[config.mk]
export PLATFORM = sky130hd
export DESIGN_NAME = dly_ram_line
export DESIGN_NICKNAME = d
export VERILOG_FILES = /design/src/rtl/dly_ram_pkg.sv /design/src/rtl/dly_ptr_ctr.sv /design/src/rtl/dly_dpram.sv /design/src/rtl/dly_ram_line.sv
export SDC_FILE = /design/constraint.sdc
export NUM_CORES = 1
export LEC_CHECK = 0
export CAP_MARGIN = 20
export CORE_ASPECT_RATIO = 1.5
export CORE_MARGIN = 5
export CORE_UTILIZATION = 46
export CTS_BUF_LIST = sky130_fd_sc_hd__clkbuf_4 sky130_fd_sc_hd__clkbuf_8 sky130_fd_sc_hd__clkbuf_16
export CTS_CLUSTER_DIAMETER = 100
export CTS_CLUSTER_SIZE = 14
export DETAILED_ROUTE_END_ITERATION = 7
export PLACE_DENSITY_LB_ADDON = 0.08
export SETUP_SLACK_MARGIN = 0.4
export SYNTH_ARGS = -nofsm -noshare
export SYNTH_HDL_FRONTEND = slang
export SYNTH_SLANG_ARGS = --single-unit
[constraint.sdc]
create_clock -name clk -period 4.6 [get_ports clk]
set_clock_uncertainty 0.15 [all_clocks]
set_input_delay 0.69 -clock clk [delete_from_list [all_inputs] [get_ports clk]]
set_output_delay 0.69 -clock clk [all_outputs]
set_load 0.02 [all_outputs]
[src/rtl/dly_ram_pkg.sv]
package dly_ram_pkg;

    // Controller states of the delay line
    typedef enum logic [0:0] {
        ST_FILL = 1'b0,   // array not yet primed, output forced to zero
        ST_RUN  = 1'b1    // array primed, output shows stored words
    } dly_state_e;

endpackage

[src/rtl/dly_ptr_ctr.sv]
module dly_ptr_ctr #(
    parameter int unsigned AW = 4,
    parameter logic [AW-1:0] INIT = '0
) (
    input  logic          clk,
    input  logic          rst,
    output logic [AW-1:0] ptr
);

    localparam logic [AW-1:0] ONE = AW'(1);

    // Free-running wrap-around address counter
    always_ff @(posedge clk) begin
        if (rst) begin
            ptr <= INIT;
        end else begin
            ptr <= ptr + ONE;
        end
    end

    AST_PTR_INIT: assert property (@(posedge clk)
        rst |=> (ptr == INIT));

    AST_PTR_STEP: assert property (@(posedge clk) disable iff (rst)
        !$past(rst) |-> (ptr == $past(ptr) + ONE));

endmodule

[src/rtl/dly_dpram.sv]
module dly_dpram #(
    parameter int unsigned DW = 8,
    parameter int unsigned AW = 4
) (
    input  logic          clk,
    input  logic          we,
    input  logic [AW-1:0] waddr,
    input  logic [DW-1:0] wdata,
    input  logic [AW-1:0] raddr,
    output logic [DW-1:0] rdata
);

    localparam int unsigned ENTRIES = 1 << AW;

    logic [DW-1:0] mem [ENTRIES];

    // Registered read: returns the old word even when the same entry is written
    always_ff @(posedge clk) begin
        rdata <= mem[raddr];
    end

    always_ff @(posedge clk) begin
        if (we) begin
            mem[waddr] <= wdata;
        end
    end

endmodule

[src/rtl/dly_ram_line.sv]
module dly_ram_line
    import dly_ram_pkg::*;
#(
    parameter int unsigned DATA_W = 8,
    parameter int unsigned DEPTH  = 16
) (
    input  logic              clk,
    input  logic              rst,
    input  logic [DATA_W-1:0] din,
    output logic [DATA_W-1:0] dout
);

    localparam int unsigned    AW       = (DEPTH > 1) ? $clog2(DEPTH) : 1;
    localparam logic [AW-1:0]  RD_START = '0;
    localparam logic [AW-1:0]  WR_START = '1;
    localparam logic [AW-1:0]  LAST     = AW'(DEPTH - 1);

    // only power-of-two depths wrap cleanly
    if ((DEPTH < 2) || ((1 << AW) != DEPTH)) begin : g_bad_depth
        $error("dly_ram_line: DEPTH must be a power of two >= 2");
    end

    logic [AW-1:0]     rd_ptr;
    logic [AW-1:0]     wr_ptr;
    logic [DATA_W-1:0] ram_q;
    dly_state_e        state_q;
    dly_state_e        state_d;

    dly_ptr_ctr #(.AW(AW), .INIT(RD_START)) u_rd_ctr (
        .clk (clk),
        .rst (rst),
        .ptr (rd_ptr)
    );

    dly_ptr_ctr #(.AW(AW), .INIT(WR_START)) u_wr_ctr (
        .clk (clk),
        .rst (rst),
        .ptr (wr_ptr)
    );

    dly_dpram #(.DW(DATA_W), .AW(AW)) u_ram (
        .clk   (clk),
        .we    (1'b1),
        .waddr (wr_ptr),
        .wdata (din),
        .raddr (rd_ptr),
        .rdata (ram_q)
    );

    // Next-state logic: fill ends when the read pointer reaches the last entry
    always_comb begin
        state_d = state_q;
        unique case (state_q)
            ST_FILL: if (rd_ptr == LAST) state_d = ST_RUN;
            ST_RUN:  state_d = ST_RUN;
            default: state_d = ST_FILL;
        endcase
    end

    // State register
    always_ff @(posedge clk) begin
        if (rst) begin
            state_q <= ST_FILL;
        end else begin
            state_q <= state_d;
        end
    end

    // Output register, gated by state
    always_ff @(posedge clk) begin
        if (rst) begin
            dout <= '0;
        end else begin
            unique case (state_q)
                ST_FILL: dout <= '0;
                ST_RUN:  dout <= ram_q;
                default: dout <= '0;
            endcase
        end
    end

    AST_RESET_CLEAR: assert property (@(posedge clk)
        rst |=> ((dout == '0) && (state_q == ST_FILL)));

    AST_PTR_TRAIL: assert property (@(posedge clk) disable iff (rst)
        !$past(rst) |-> (wr_ptr == rd_ptr - AW'(1)));

    AST_RUN_ENTRY: assert property (@(posedge clk) disable iff (rst)
        (!$past(rst) && $rose(state_q == ST_RUN)) |-> (rd_ptr == '0));

    AST_RUN_HOLD: assert property (@(posedge clk) disable iff (rst)
        (state_q == ST_RUN) |=> (state_q == ST_RUN));

    AST_FILL_QUIET: assert property (@(posedge clk) disable iff (rst)
        (state_q == ST_FILL) |=> (dout == '0));

endmodule

==> results.json, run 1 <==
{
  "outcome": "finished, final reports clean",
  "r2r-start": "u_rd_ctr.ptr[0]",
  "synth_cell_type_count": 30,
  "leakagePower_nw": 2.21,
  "rsz0062_at_grt": "no",
  "cap_violations": 0,
  "grt_util_met1": 0.214,
  "grt_max_degree": 25,
  "criticalPathCategory": "flip-flop to flip-flop",
  "die_h_um": 148,
  "fin_nets": 334,
  "grt_overflow": 0,
  "routed_wl_mm": 11.5,
  "netSwitchingPower_uw": 664,
  "min_to": "dout[2]",
  "min_period_ps": 2400,
  "critical_path.startpoint_type": "flip-flop",
  "whs_path_depth": 1,
  "drive_gt1_frac": 0.130,
  "p_sw_frac": 0.211,
  "synth_seq_area_share": 0.747,
  "final_max_slew_viol_count": 0,
  "hp-start": "u_ram.rdata[2]",
  "syn_to_final_growth_pct": 15.0,
  "hold_path_class": "flip-flop to flip-flop",
  "path_max_fanout": 15,
  "vias": 2734,
  "final_hold_viol_count": 0,
  "critPathArrivalTime_ps": 2550,
  "num_rows": 50,
  "cp.required_ps": 4740,
  "clock.fmax_mhz": 416,
  "p_clk_frac": 0.425,
  "grt.met2_usage": 0.269,
  "die_w_um": 102,
  "dr.pass1.iters": 4,
  "num-fill-cells": 981,
  "synth_warnings": 0,
  "max_slew_margin": 0.342,
  "first_global_vias": 2808,
  "insertion_delay_ps": 410,
  "combPwrFrac": 0.060,
  "rrSetupSlack_ps": 2200,
  "placed_area_um2": 6110,
  "tns_ps": 0,
  "synth_flop_cell": "edfxtp_1",
  "synthCells": 296,
  "worst_pin_slew_ps": 986,
  "first_iter_violations": 202,
  "grt_pass1_wl_mm": 17.5,
  "top_usage_layer": "met2",
  "htree_levels": 4,
  "ff2ff_path_depth": 4,
  "p_total_mw": 3.14,
  "diodes": 0,
  "worstReg2RegEnd": "u_ram.rdata[6]",
  "boundaryPins": 18,
  "synth_edf_count": 128,
  "fin_area_um2": 6680,
  "cts_resized": 0,
  "ys_ff_latch": 153,
  "drcViolationCount": 0,
  "cts_setup_buffers": 0,
  "end_kind": "flip-flop",
  "cts_buffers": 17,
  "initial_core_util": 0.467,
  "synth_area_per_cell_um2": 19.6,
  "ctsHoldBuffers": 0,
  "synthArstFlopShare": 0,
  "port_buffers": 17,
  "wl_per_cell_um": 23.6,
  "grt_antenna_before_repair": 0,
  "clk_pin_slew_ps": 50,
  "p_per_area_nw_per_um2": 470,
  "power_frac_seq": 0.514,
  "core_area_um2": 12400,
  "gp_congestion": 0.705,
  "p_int_mw": 2.47,
  "finalSetupViolCount": 0,
  "cts-root-buf": "clkbuf_16",
  "post-route-period-util": 0.523,
  "viasPerCell": 5.60,
  "gr-usage-all-layers": 0.167,
  "cts_max_path_buffers": 2,
  "dpl.hpwl_mm": 7.50,
  "clock-sinks": 153,
  "syn_area_um2": 5810,
  "die_area_um2": 15000,
  "cts_tree": "yes",
  "use_met3": 0.0373,
  "ir_drop_mv": 0.305,
  "syn-num-nets": 311,
  "antenna_left": 0
}
-- final cells by class --
cell class                 count  area (um2)  area share
timing repair buffer          19         185      0.0277
clock buffer                  22         463      0.0693
sequential                   153        4350       0.650
inverter                       3        11.3     0.00169
clock inverter                10         106      0.0159
multi-input combinational    125        1380       0.206
tap                          156         195      0.0292
-- synthesized netlist by cell type (all sizes together), types with 3 or more instances --
cell type	instances	area, um2
and2	18	114
inv	3	11.3
edfxtp	128	3840
buf	8	60.1
dfxtp	25	500
and3	4	25.0
o21ai	8	40.0
nor2	7	26.3
mux4	24	608
nor2b	5	31.3
a32oi	8	70.1
ha	5	62.6
clkbuf	7	26.3
a22oi	8	60.1
mux2i	24	240
-- per-layer routing --
layer | vias up | part of all wire
met5 | - | 0
met4 | 0 | 0.027
met3 | 19 | 0.046
met2 | 73 | 0.52
met1 | 1404 | 0.41
li1 | 1238 | -
-- per-stage QoR --
stage	hold WS, ps	instances	setup slack, ps	utilization
6_report	276	488	2200	0.537
5_1_grt	308	488	2110	0.537
4_1_cts	280	488	2190	0.537
3_5_place_dp	268	456	2200	0.491
3_3_place_gp	268	456	2220	0.491
2_1_floorplan	256	296	2800	-
-- cell usage in the layout (no fill, tap or decap), types with 3 or more instances in the layout --
master,n
mux2i_1,24
a22oi_1,8
and3_1,4
clkbuf_16,17
clkbuf_4,5
o21ai_1,8
dfxtp_1,24
mux4_1,18
ha_1,5
mux4_2,6
inv_1,3
a32oi_1,8
and2_1,17
clkdlybuf4s50_1,17
clkinv_2,3
nor2b_1,5
nor2_1,7
edfxtp_1,128
-- critical path, cell delays in order (launching register included) --
cell and delay (ps):
dfxtp_1 840, buf_4 400, mux4_1 630, a32oi_1 170
o21ai_1 80
-- state kept, by name (all words and copies together) (netlist names) --
register	flops
state_q	1
u_wr_ctr.ptr	4
u_rd_ctr.ptr	4
u_ram.rdata	8
u_ram.mem	128
dout	8
-- logic make-up after synthesis --
logic type	count (synthesis)	synth area share
DFF	153	0.747
muxes	48	0.146
and+or+nand+nor	43	0.0430
AOI/OAI and AO/OA	26	0.0316
buffers and inverters	18	0.0168
adders and majority gates	5	0.0108
xor gates and xnor gates	3	0.00452
-- power by group through the flow --
stage | Sequential (mW) | Clock (mW) | Combinational, mW
floorplan | 1.62 | 0 | 0.139
global placement | 1.64 | 0 | 0.192
detailed placement | 1.64 | 0 | 0.195
CTS | 1.61 | 1.36 | 0.196
global route | 1.62 | 1.42 | 0.208
finish | 1.61 | 1.33 | 0.189
-- how the worst max path moves through the flow --
| stage | from | to | slack (ps) | cells past startpoint |
|---|---|---|---|---|
| 6_report | u_rd_ctr.ptr[0] | u_ram.rdata[6] | 2200 | 4 |
| 5_1_grt | u_rd_ctr.ptr[0] | u_ram.rdata[6] | 2110 | 4 |
| 4_1_cts | u_rd_ctr.ptr[0] | u_ram.rdata[6] | 2190 | 4 |
| 3_5_place_dp | u_rd_ctr.ptr[0] | u_ram.rdata[6] | 2200 | 4 |
| 3_3_place_gp | u_rd_ctr.ptr[0] | u_ram.rdata[5] | 2220 | 4 |
| 2_1_floorplan | u_wr_ctr.ptr[0] | u_ram.mem[3][0] | 2800 | 2 |
No activity file was read; power rests on OpenSTA's default activity.
==> run 2: changes to the inputs <==
Clock period 4.6 ns to 2.4 ns, I/O delays scaled along.
==> results.json, run 2 (synthesis gave the netlist of run 1 again) <==
{
  "cp_top_family": "multiplexers",
  "dr.pass1.iters": 7,
  "insertion_delay_ps": 410,
  "cts-root-buf": "clkbuf_16",
  "routed_wl_mm": 11.2,
  "grt_overflow": 0,
  "first_iter_violations": 167,
  "largest_registers": "u_ram.mem: 128 flops, dout: 8 flops, u_ram.rdata: 8 flops",
  "layout_common_cells": "edfxtp_1, mux2i_1, dfxtp_1",
  "cts_max_path_buffers": 2,
  "ctsHoldBuffers": 0,
  "final_util": 0.539,
  "antenna_left": 0,
  "largest_register": "u_ram.mem",
  "cts_tree": "yes",
  "tns_ps": 0,
  "drive_gt1_frac": 0.148,
  "drcViolationCount": 0,
  "wl_per_cell_um": 22.7,
  "p_per_area_nw_per_um2": 878,
  "final_hold_viol_count": 0,
  "grt_antenna_before_repair": 0,
  "regArea_um2": 4350,
  "cts_buffers": 17,
  "largest_reg_flops": 128,
  "ir_drop_mv": 0.512,
  "hold_path_class": "flip-flop to flip-flop",
  "worst_pin_slew_ps": 668,
  "cts_setup_buffers": 0,
  "die_w_um": 102,
  "syn_to_final_growth_pct": 15.3,
  "min_period_ps": 1910,
  "diodes": 0,
  "multi_input_area_um2": 1370,
  "path_max_fanout": 25,
  "gp_congestion": 0.814,
  "grt_max_degree": 29,
  "initial_core_util": 0.467,
  "grt_pass1_wl_mm": 17.1,
  "end_kind": "flip-flop",
  "slowest_stage": "mux4_1",
  "dpl.hpwl_mm": 7.43,
  "final_max_slew_viol_count": 0,
  "clock.fmax_mhz": 525,
  "first_global_vias": 2755,
  "worstPathCellList": "buf_12, mux4_1, a32oi_1, o21ai_1",
  "num-fill-cells": 1018,
  "cpPeakStageDelay_ps": 640,
  "critical_path.startpoint_type": "flip-flop",
  "outcome": "finished, final reports clean",
  "viasPerCell": 5.47,
  "vias": 2698,
  "num_rows": 50,
  "port_buffers": 17,
  "leakagePower_nw": 2.24,
  "finalSetupViolCount": 0,
  "cp.required_ps": 2530,
  "cap_violations": 0,
  "die_area_um2": 15000,
  "rsz0062_at_grt": "no",
  "final_common_cell": "edfxtp_1",
  "criticalPathCategory": "flip-flop to flip-flop",
  "cp.buffers_inverters": 1,
  "clock-sinks": 153,
  "critPathArrivalTime_ps": 2040,
  "clk_pin_slew_ps": 60,
  "fin_nets": 339,
  "max_slew_margin": 0.553,
  "htree_levels": 4,
  "core_area_um2": 12400,
  "die_h_um": 148,
  "whs_ps": 274,
  "boundaryPins": 18,
  "p_total_mw": 5.89,
  "post-route-period-util": 0.794,
  "gr-usage-all-layers": 0.162,
  "cts_resized": 0
}
[run 2: cell type report]
class                           instances  area share
Sequential cell                       153       0.648
Multi-Input combinational cell        125       0.205
Clock buffer                           27      0.0774
Timing Repair Buffer                   24      0.0351
Tap cell                              156      0.0291
Clock inverter                          5     0.00373
Inverter                                3     0.00168
[run 2: power breakdown]
group          switching, mW  internal (mW)  leakage (nW)
combinational          0.250          0.156         0.592
clock                  0.941           1.47         0.283
sequential            0.0438           3.02          1.37
[run 2: final timing paths]
kind              depth (start not counted)              to  slack, ps            start
setup / recovery                          4  u_ram.rdata[3]        490  u_rd_ctr.ptr[0]
hold / removal                            1         dout[7]        270   u_ram.rdata[7]
setup reg to reg                          4  u_ram.rdata[3]        490  u_rd_ctr.ptr[0]
hold reg to reg                           1         dout[7]        270   u_ram.rdata[7]
[run 2: layer usage]
metal	vias up	track usage	part of all wire
li1	1252	-	-
met4	0	0.0645	0.017
met5	-	0	0
met2	64	0.263	0.53
met1	1370	0.201	0.41
met3	12	0.0500	0.038
[run 2: metrics by stage]
stage,area (um2),instances,setup slack [ps]
6_report,6710,493,495
5_1_grt,6710,493,434
4_1_cts,6700,493,477
3_5_place_dp,6160,461,493
3_3_place_gp,6160,461,513
2_1_floorplan,5810,296,600
